$ cat config.mk
export PLATFORM = sky130hd
export DESIGN_NAME = gsq_top
export DESIGN_NICKNAME = d
export VERILOG_FILES = /design/src/rtl/gsq_pkg.sv /design/src/rtl/gsq_sync.sv /design/src/rtl/gsq_cmd_qual.sv /design/src/rtl/gsq_fsm.sv /design/src/rtl/gsq_top.sv
export SDC_FILE = /design/constraint.sdc
export NUM_CORES = 1
export LEC_CHECK = 0
export BUFFER_PORTS_ARGS = -buffer_cell sky130_fd_sc_hd__buf_2
export CORE_MARGIN = 2
export CORE_UTILIZATION = 45
export DETAILED_ROUTE_END_ITERATION = 16
export HOLD_SLACK_MARGIN = 0.03
export PLACE_DENSITY = 0.69
export SYNTH_ARGS = -nofsm -noshare
export SYNTH_HDL_FRONTEND = slang
export SYNTH_SLANG_ARGS = --single-unit
$ cat constraint.sdc
create_clock -name clk -period 3.3 [get_ports clk]
set_input_delay 0.66 -clock clk [delete_from_list [all_inputs] [get_ports clk]]
set_output_delay 0.66 -clock clk [all_outputs]
set_load 0.005 [all_outputs]
$ cat src/rtl/gsq_pkg.sv
package gsq_pkg;

    typedef enum logic [1:0] {
        DRV_OFF   = 2'b00,
        DRV_CLAMP = 2'b01,
        DRV_FULL  = 2'b10
    } drv_e;

    typedef enum logic [2:0] {
        ST_OFF,
        ST_PLAT,
        ST_ON,
        ST_FAULT,
        ST_LOCK
    } st_e;

    function automatic int max_of4(input int a, input int b, input int c, input int d);
        int m;
        m = a;
        if (b > m) m = b;
        if (c > m) m = c;
        if (d > m) m = d;
        return m;
    endfunction

endpackage

$ cat src/rtl/gsq_sync.sv
module gsq_sync #(
    parameter int STAGES = 2
) (
    input  logic clk,
    input  logic rst_n,
    input  logic async_i,
    output logic sync_o
);

    logic [STAGES-1:0] pipe_d, pipe_q;

    generate
        if (STAGES == 1) begin : g_one
            always_comb pipe_d = async_i;
        end else begin : g_many
            always_comb pipe_d = {pipe_q[STAGES-2:0], async_i};
        end
    endgenerate

    always_ff @(posedge clk or negedge rst_n) begin
        if (!rst_n) pipe_q <= '0;
        else        pipe_q <= pipe_d;
    end

    assign sync_o = pipe_q[STAGES-1];

endmodule

$ cat src/rtl/gsq_cmd_qual.sv
module gsq_cmd_qual (
    input  logic clk,
    input  logic rst_n,
    input  logic cmd_i,
    input  logic en_n_i,
    input  logic uv_i,
    output logic ok_o,
    output logic rise_o
);

    logic prev_d, prev_q;

    always_comb begin
        ok_o   = cmd_i & ~en_n_i & ~uv_i;
        rise_o = ok_o & ~prev_q;
        prev_d = ok_o;
    end

    always_ff @(posedge clk or negedge rst_n) begin
        if (!rst_n) prev_q <= 1'b0;
        else        prev_q <= prev_d;
    end

endmodule

$ cat src/rtl/gsq_fsm.sv
module gsq_fsm
    import gsq_pkg::*;
#(
    parameter int PLATEAU_CYC     = 4,
    parameter int BLANK_EXTRA_CYC = 6,
    parameter int FAULT_CYC       = 5,
    parameter int LOCKOUT_CYC     = 12
) (
    input  logic       clk,
    input  logic       rst_n,
    input  logic       ok_i,
    input  logic       rise_i,
    input  logic       desat_i,
    output logic [1:0] drive_o,
    output logic       fault_o
);

    localparam int MAXC = max_of4(PLATEAU_CYC, BLANK_EXTRA_CYC, FAULT_CYC, LOCKOUT_CYC);
    localparam int CW   = $clog2(MAXC + 1);
    localparam logic [CW-1:0] TP_LAST = CW'(PLATEAU_CYC - 1);
    localparam logic [CW-1:0] BX_END  = CW'(BLANK_EXTRA_CYC);
    localparam logic [CW-1:0] TF_LAST = CW'(FAULT_CYC - 1);
    localparam logic [CW-1:0] TD_LAST = CW'(LOCKOUT_CYC - 1);

    typedef struct packed {
        st_e           st;
        logic [CW-1:0] cnt;
    } fsm_t;

    fsm_t r_d, r_q;
    logic blank_done;

    always_comb begin
        r_d        = r_q;
        blank_done = (r_q.cnt >= BX_END);
        case (r_q.st)
            ST_OFF: begin
                if (rise_i) begin
                    r_d.st  = ST_PLAT;
                    r_d.cnt = '0;
                end
            end
            ST_PLAT: begin
                if (!ok_i) begin
                    r_d.st = ST_OFF;
                end else if (r_q.cnt == TP_LAST) begin
                    r_d.st  = ST_ON;
                    r_d.cnt = '0;
                end else begin
                    r_d.cnt = r_q.cnt + 1'b1;
                end
            end
            ST_ON: begin
                if (!ok_i) begin
                    r_d.st = ST_OFF;
                end else if (blank_done && desat_i) begin
                    r_d.st  = ST_FAULT;
                    r_d.cnt = '0;
                end else if (!blank_done) begin
                    r_d.cnt = r_q.cnt + 1'b1;
                end
            end
            ST_FAULT: begin
                if (!ok_i) begin
                    r_d.st = ST_OFF;
                end else if (r_q.cnt == TF_LAST) begin
                    if (desat_i) begin
                        r_d.st  = ST_LOCK;
                        r_d.cnt = '0;
                    end else begin
                        r_d.st  = ST_ON;
                        r_d.cnt = BX_END;
                    end
                end else begin
                    r_d.cnt = r_q.cnt + 1'b1;
                end
            end
            ST_LOCK: begin
                if (r_q.cnt == TD_LAST) r_d.st = ST_OFF;
                else                    r_d.cnt = r_q.cnt + 1'b1;
            end
            default: r_d.st = ST_OFF;
        endcase
    end

    always_ff @(posedge clk or negedge rst_n) begin
        if (!rst_n) begin
            r_q.st  <= ST_OFF;
            r_q.cnt <= '0;
        end else begin
            r_q <= r_d;
        end
    end

    always_comb begin
        drive_o = DRV_OFF;
        fault_o = 1'b0;
        case (r_q.st)
            ST_PLAT:  drive_o = DRV_CLAMP;
            ST_ON:    drive_o = DRV_FULL;
            ST_FAULT: begin drive_o = DRV_CLAMP; fault_o = 1'b1; end
            ST_LOCK:  fault_o = 1'b1;
            default:  drive_o = DRV_OFF;
        endcase
    end

    AST_DRIVE_LEGAL: assert property (@(posedge clk) disable iff (!rst_n)
        drive_o != 2'b11) else $error("illegal drive code");
    AST_REPLY_NOT_FULL: assert property (@(posedge clk) disable iff (!rst_n)
        fault_o |-> drive_o != DRV_FULL) else $error("reply with full drive");
    AST_INHIBIT_OFF: assert property (@(posedge clk) disable iff (!rst_n)
        !ok_i |=> drive_o == DRV_OFF) else $error("drive not off when unqualified");
    AST_NO_JUMP_FULL: assert property (@(posedge clk) disable iff (!rst_n)
        drive_o == DRV_OFF |=> drive_o != DRV_FULL) else $error("full without plateau");
    AST_LOCK_FROM_FAULT: assert property (@(posedge clk) disable iff (!rst_n)
        (r_q.st == ST_LOCK && $past(r_q.st) != ST_LOCK) |-> $past(r_q.st) == ST_FAULT)
        else $error("lockout entered without fault");
    AST_FAULT_NEEDS_DESAT: assert property (@(posedge clk) disable iff (!rst_n)
        (r_q.st == ST_ON && r_d.st == ST_FAULT) |-> desat_i) else $error("fault without desat");

endmodule

$ cat src/rtl/gsq_top.sv
module gsq_top #(
    parameter int PLATEAU_CYC     = 4,
    parameter int BLANK_EXTRA_CYC = 6,
    parameter int FAULT_CYC       = 5,
    parameter int LOCKOUT_CYC     = 12
) (
    input  logic       clk,
    input  logic       rst_n,
    input  logic       cmd_i,
    input  logic       en_n_i,
    input  logic       uv_i,
    input  logic       desat_i,
    output logic [1:0] drive_o,
    output logic       fault_o
);

    logic desat_s, ok, rise;

    gsq_sync #(.STAGES(2)) u_sync (
        .clk     (clk),
        .rst_n   (rst_n),
        .async_i (desat_i),
        .sync_o  (desat_s)
    );

    gsq_cmd_qual u_qual (
        .clk    (clk),
        .rst_n  (rst_n),
        .cmd_i  (cmd_i),
        .en_n_i (en_n_i),
        .uv_i   (uv_i),
        .ok_o   (ok),
        .rise_o (rise)
    );

    gsq_fsm #(
        .PLATEAU_CYC     (PLATEAU_CYC),
        .BLANK_EXTRA_CYC (BLANK_EXTRA_CYC),
        .FAULT_CYC       (FAULT_CYC),
        .LOCKOUT_CYC     (LOCKOUT_CYC)
    ) u_fsm (
        .clk     (clk),
        .rst_n   (rst_n),
        .ok_i    (ok),
        .rise_i  (rise),
        .desat_i (desat_s),
        .drive_o (drive_o),
        .fault_o (fault_o)
    );

endmodule

After elaboration in Yosys (flattened, before gate mapping)
Index checks and enable logic that the tools add are counted.
Word-level totals
  register bits after elaboration: 10
  memories kept: 0
  memory bits (read-only): 0
  output and inout bits: 3
  RAM bits: 0
  bits in latches: 0
  word-level logic and storage cells: 57
  input bits: 6
Operators by class
  $lt $le $gt $ge: 1
  bitwise logic cells: 6
  add/subtract/negate cells: 1
  multiply operators: 0
  shift operators: 0
  reduce and logical (&&, ||, !) cells: 7
  equality and inequality tests: 17
  div/mod/pow operators: 0
  mux-type cells: 21
Operators by type and width (number)
  4-bit 2-to-1 mux: 8
  3-bit 2-to-1 mux: 7
  4-bit case mux with 5 select lines: 1
  3-bit case mux with 5 select lines: 1
  7-bit 2-to-1 mux: 2
  3-bit != test (second input constant): 4
  2-bit by 1-bit != test with 1-bit output (second input constant): 4
  7-bit AND reduction: 1
  3-bit by 2-bit equality test with 1-bit output (second input constant): 2
  5-bit AND reduction: 1
  5-bit nonzero test: 1
  4-bit by 1-bit adder with 4-bit output (second input constant): 1
  4-bit by 2-bit equality test with 1-bit output (second input constant): 1
  4-bit by 3-bit equality test with 1-bit output (second input constant): 1
  4-bit equality test (second input constant): 1
  4-bit by 3-bit greater-or-equal comparator with 1-bit output (second input constant): 1
  2-bit != test (second input constant): 2
  2-bit case mux with 2 select lines: 1
  2-bit OR reduction: 2
  1-bit bitwise AND: 3
  3-bit by 1-bit equality test with 1-bit output (second input constant): 1
  3-bit equality test (second input constant): 1
  3-bit zero test: 1
  1-bit inverter: 3
  2 further kinds: 2

Logic depth before layout (Yosys ltp)
  word-level depth: 6
  gate-level depth with buffers: 7
  mapped depth without buffers: 7

Cells and area by module
A second synthesis with hierarchy kept.
Second synthesis, totals
  cells, all modules: 69
  area, all modules: 696.9 um^2
Modules (own cells, without submodules)
  gsq_fsm: cells an instance 64, seq. area each 175.2 um^2, area each 599.3 um^2, instances 1
  gsq_sync: cells an instance 2, seq. area each 50.0 um^2, area each 50.0 um^2, instances 1
  gsq_cmd_qual: cells an instance 3, seq. area each 25.0 um^2, area each 47.5 um^2, instances 1

Worst setup path after synthesis
No wires, ideal clock.
  path kind: input to register
  start point: input port en_n_i
  end point: register u_fsm.r_q[0] (netlist name)
  slack: 1.355 ns
  setup time: 0.076 ns
  required time: 3.224 ns
  stages: 5
  arrival time: 1.868 ns
  path buffers: 0
  cell sequence: or4b_4 -> o22ai_2 -> a21bo_2 -> o21bai_1 -> o21ai_1
Between the ends
  cells in the longest elaborated chain, start to end: 6
  elaborated cells on any way between the ends: 9
  classes of those cells: eq/ne (4); bitwise (4); reduce/logical (1)
RTL lines
  start, declared: RTL line gsq_top.sv:10  | input logic en_n_i,
  1-bit inverter *: RTL line gsq_cmd_qual.sv:14  | ok_o = cmd_i & ~en_n_i & ~uv_i;
  1-bit bitwise AND * (2 in series): RTL line gsq_cmd_qual.sv:14
  1-bit bitwise AND: RTL line gsq_cmd_qual.sv:15  | rise_o = ok_o & ~prev_q;
  2-bit != test (no line)
  7-bit AND reduction (no line) *
  end signal, assigned: RTL line gsq_fsm.sv:91  | r_q <= r_d;
  end, declared: RTL line gsq_fsm.sv:30  | fsm_t r_d, r_q;
Mark *: on every way between the ends. The rest lies on a longest branch, timed or not.
A chain may end at the register's enable or synchronous reset.

Worst setup path in the final report
  start point: register u_fsm.r_q[4] (netlist name)
  end point: output port fault_o
Between the ends
  cells in the longest elaborated chain, start to end: 3
  elaborated cells on any way between the ends: 4
  classes of those cells: eq/ne (2); mux (1); reduce/logical (1)
RTL lines
  3-bit by 2-bit equality test with 1-bit output or 3-bit equality test (tied branches): RTL line gsq_fsm.sv:98  | case (r_q.st)
  2-bit OR reduction (no line) *
  1-bit 2-to-1 mux *: RTL line gsq_fsm.sv:98
  end, declared: RTL line gsq_top.sv:14  | output logic fault_o
Marked as above.

==> metrics.csv <==
stage,metric,value,unit
global_routing,grt_overflow,0,
critical_path,cp_slowest_cell,dfrtp_1,
detailed_routing,num_vias,687,
critical_path,crit_path_max_incr_delay,630,ps
logic_synthesis,synth_edf_count,0,
logic_synthesis,syn_nets,95,
timing,fin_worst_skew,3.97,ps
floorplanning,rows,14,
power_and_ir_drop,power_density,413,nW/µm²
timing,slew_headroom,68.7,%
timing,setup_ws,1070,ps
finish,drive_above_1_share,23.7,%
power_and_ir_drop,vdd_ir_drop_max,0.234,mV
critical_path,cp_common_cell,nand2_1,
clock_network,clock_latency,260,ps
timing,period_minus_slack,2230,ps
critical_path,path_max_fanout,16,
logic_synthesis,synthCells,86,
logic_synthesis,ys_seq_elements,10,
logic_synthesis,syn_area,768,µm²
clock_network,cts_resized,0,
timing,finalMaxSlewViolations,0,
critical_path,r2r_end,u_fsm.r_q[4],
power_and_ir_drop,pwr-share-seq,46.1,%
critical_path,critPathLaunch,u_fsm.r_q[4],
power_and_ir_drop,intPower,233,µW
timing,timing_hold_violations_final,0,
clock_network,clkTransAtPathRegs,70,ps
detailed_routing,drcViolationCount,0,
critical_path,r2r_start,u_fsm.r_q[1],
power_and_ir_drop,p_sw_share,30.7,%
detailed_routing,wire_per_inst,15.1,µm
logic_synthesis,yosysWarnings,0,
global_routing,grt_max_degree,17,
clock_network,cts_buffers,3,
timing,finalSetupViolations,0,
floorplanning,start_util,49.3,%
clock_network,clock-sinks,10,
floorplanning,die_area,2050,µm²
power_and_ir_drop,total_leakage_power,0.357,nW
logic_synthesis,yosysSeqAreaShare,32.6,%
timing,worstMarginPinSlew,470,ps
flow_run,maxCapViolations,0,
critical_path,cp_data_required_time,2640,ps
floorplanning,die_y,45.3,µm
floorplanning,ios,9,
timing,setup_tns,0,ps
clock_network,cts_buffer_depth,2,
hold_path,min_path_type,primary input to async pin,
global_routing,antenna_found_initial,0,
logic_synthesis,synth_cell_types,37,
place,dpl_worst_slack,1160,ps
timing,fmaxAchievable,0.448,GHz
finish,final_cell_mix,"dfrtp_1, buf_2, nand2_1, nand3_1, nor2_1",
critical_path,reg2reg_depth,6,
critical_path,cp.arrival,1570,ps
detailed_routing,ant_nets,0,
clock_network,postCtsSetupRepairBufs,0,
power_and_ir_drop,p_switching,103,µW
floorplanning,coreArea,1560,µm²
logic_synthesis,async_reset_ff_share,100,%
finish,area_growth,5.86,%
finish,layout_commonest_cell,dfrtp_1,
critical_path,cp-end-kind,output port,
detailed_routing,drt_wl_total,1.65,mm
place,placedCellCount,105,
detailed_routing,drtPass1Iterations,4,
floorplanning,die_w,45.3,µm
place,dp_hpwl,1.23,mm
power_and_ir_drop,pwr-share-comb,21.5,%
global_routing,grt_pass1_vias,608,
finish,num-nets-final,103,
clock_network,hold_buffers,0,
finish,stdcell_count,109,
power_and_ir_drop,pwr-share-clk,32.3,%
finish,antennaDiodeCount,0,
global_routing,grt_pass1_wl,2.81,mm
critical_path,cp_cell_sequence,nor2b_1 -> nand2_1 -> nand2_1 -> buf_2,
detailed_routing,drtIter0Drc,25,
run_status,status,"complete, no violations",
critical_path,r2r_slack,1120,ps
place,io_buffers,8,
power_and_ir_drop,power,336,µW
place,place_congestion,0.813,
clock_network,tritoncts,yes,
clock_network,cts_root_buffer,clkbuf_4,
timing,rsz0062_at_grt,no,
logic_synthesis,synth_flop_cell,dfrtp_1,
finish,fillers,144,
timing,fin_crit_sh,67.6,%
global_routing,track_usage,19.1,%
logic_synthesis,synth.avg_cell_area,8.93,µm²
clock_network,cts.htree.levels,1,
critical_path,worstSetupPathType,flop to output port,
detailed_routing,via_per_inst,6.30,
critical_path,worstSetupStartpointType,flop,
## sequential cells by signal, indices dropped and copies added, names as in the netlist
register and flops:
u_fsm.r_q 7, u_sync.pipe_q 2, u_qual.prev_q 1
## metal layers
metal	vias up	global-route usage, %	routed length [µm]
met5	-	0	0
met3	2	5.20	95
met4	0	7.06	12
li1	329	-	-
met2	26	28.9	795
met1	330	25.9	744
## power by group through the flow
stage	combinational (mW)	clock [mW]	sequential (mW)
6_report	0.0723	0.109	0.155
5_1_grt	0.0837	0.121	0.156
4_1_cts	0.0734	0.114	0.154
3_5_place_dp	0.0727	0	0.157
3_3_place_gp	0.0712	0	0.156
2_1_floorplan	0.0666	0	0.144
## cells in the mapped netlist, types with 2 or more instances
| cell type | number | area share, % |
|---|---|---|
| a21oi_1 | 5 | 3.3 |
| a21oi_2 | 2 | 2.3 |
| and2_2 | 2 | 2.0 |
| buf_6 | 3 | 4.4 |
| dfrtp_1 | 10 | 33 |
| ha_1 | 3 | 4.9 |
| inv_1 | 5 | 2.4 |
| nand2_1 | 7 | 3.4 |
| nand2b_1 | 2 | 1.6 |
| nand3_1 | 6 | 3.9 |
| nor2_1 | 6 | 2.9 |
| nor2b_1 | 3 | 2.4 |
| nor3b_1 | 5 | 4.9 |
| o21ai_0 | 3 | 2.0 |
| o31ai_1 | 2 | 2.0 |
## how the worst max path moves through the flow
stage | to | slack, ps | depth (start not counted)
global placement | u_fsm.r_q[1] | 1190 | 5
floorplan | u_fsm.r_q[0] | 1360 | 5
finish | fault_o | 1070 | 4
detailed placement | u_fsm.r_q[0] | 1160 | 6
global route | fault_o | 960 | 4
CTS | fault_o | 1110 | 4
## through the flow
| step | cell area (µm²) | hold slack (ps) | util (%) |
|---|---|---|---|
| after floorplan | 768 | 331 | - |
| after global placement | 777 | 340 | 49.8 |
| after detailed placement | 777 | 342 | 49.8 |
| after CTS | 813 | 239 | 52.2 |
| after global routing | 813 | 242 | 52.2 |
| final | 813 | 242 | 52.2 |
## cell type report
type	instances	area, µm²	area share (%)
Clock buffer	4	36.3	4.46
Inverter	5	18.8	2.31
Tap cell	16	20.0	2.46
Sequential cell	10	250	30.8
Multi-Input combinational cell	66	448	55.1
Timing Repair Buffer	8	40.0	4.92
## critical path, delay by kind of cell, from the launching register on
family / cells / cell delay (ps)
buffers and inverters: 1 / 110
AND/OR/NAND/NOR: 3 / 570
flip-flops: 1 / 630
## logic make-up after synthesis
| kind of cell | count (synthesis) | share of synthesized area (%) |
|---|---|---|
| compound gates | 23 | 22.1 |
| fa+ha+maj | 3 | 4.89 |
| buf+inv | 10 | 9.12 |
| flops | 10 | 32.6 |
| simple gates | 40 | 31.3 |
(Power assumes the default switching activity.)
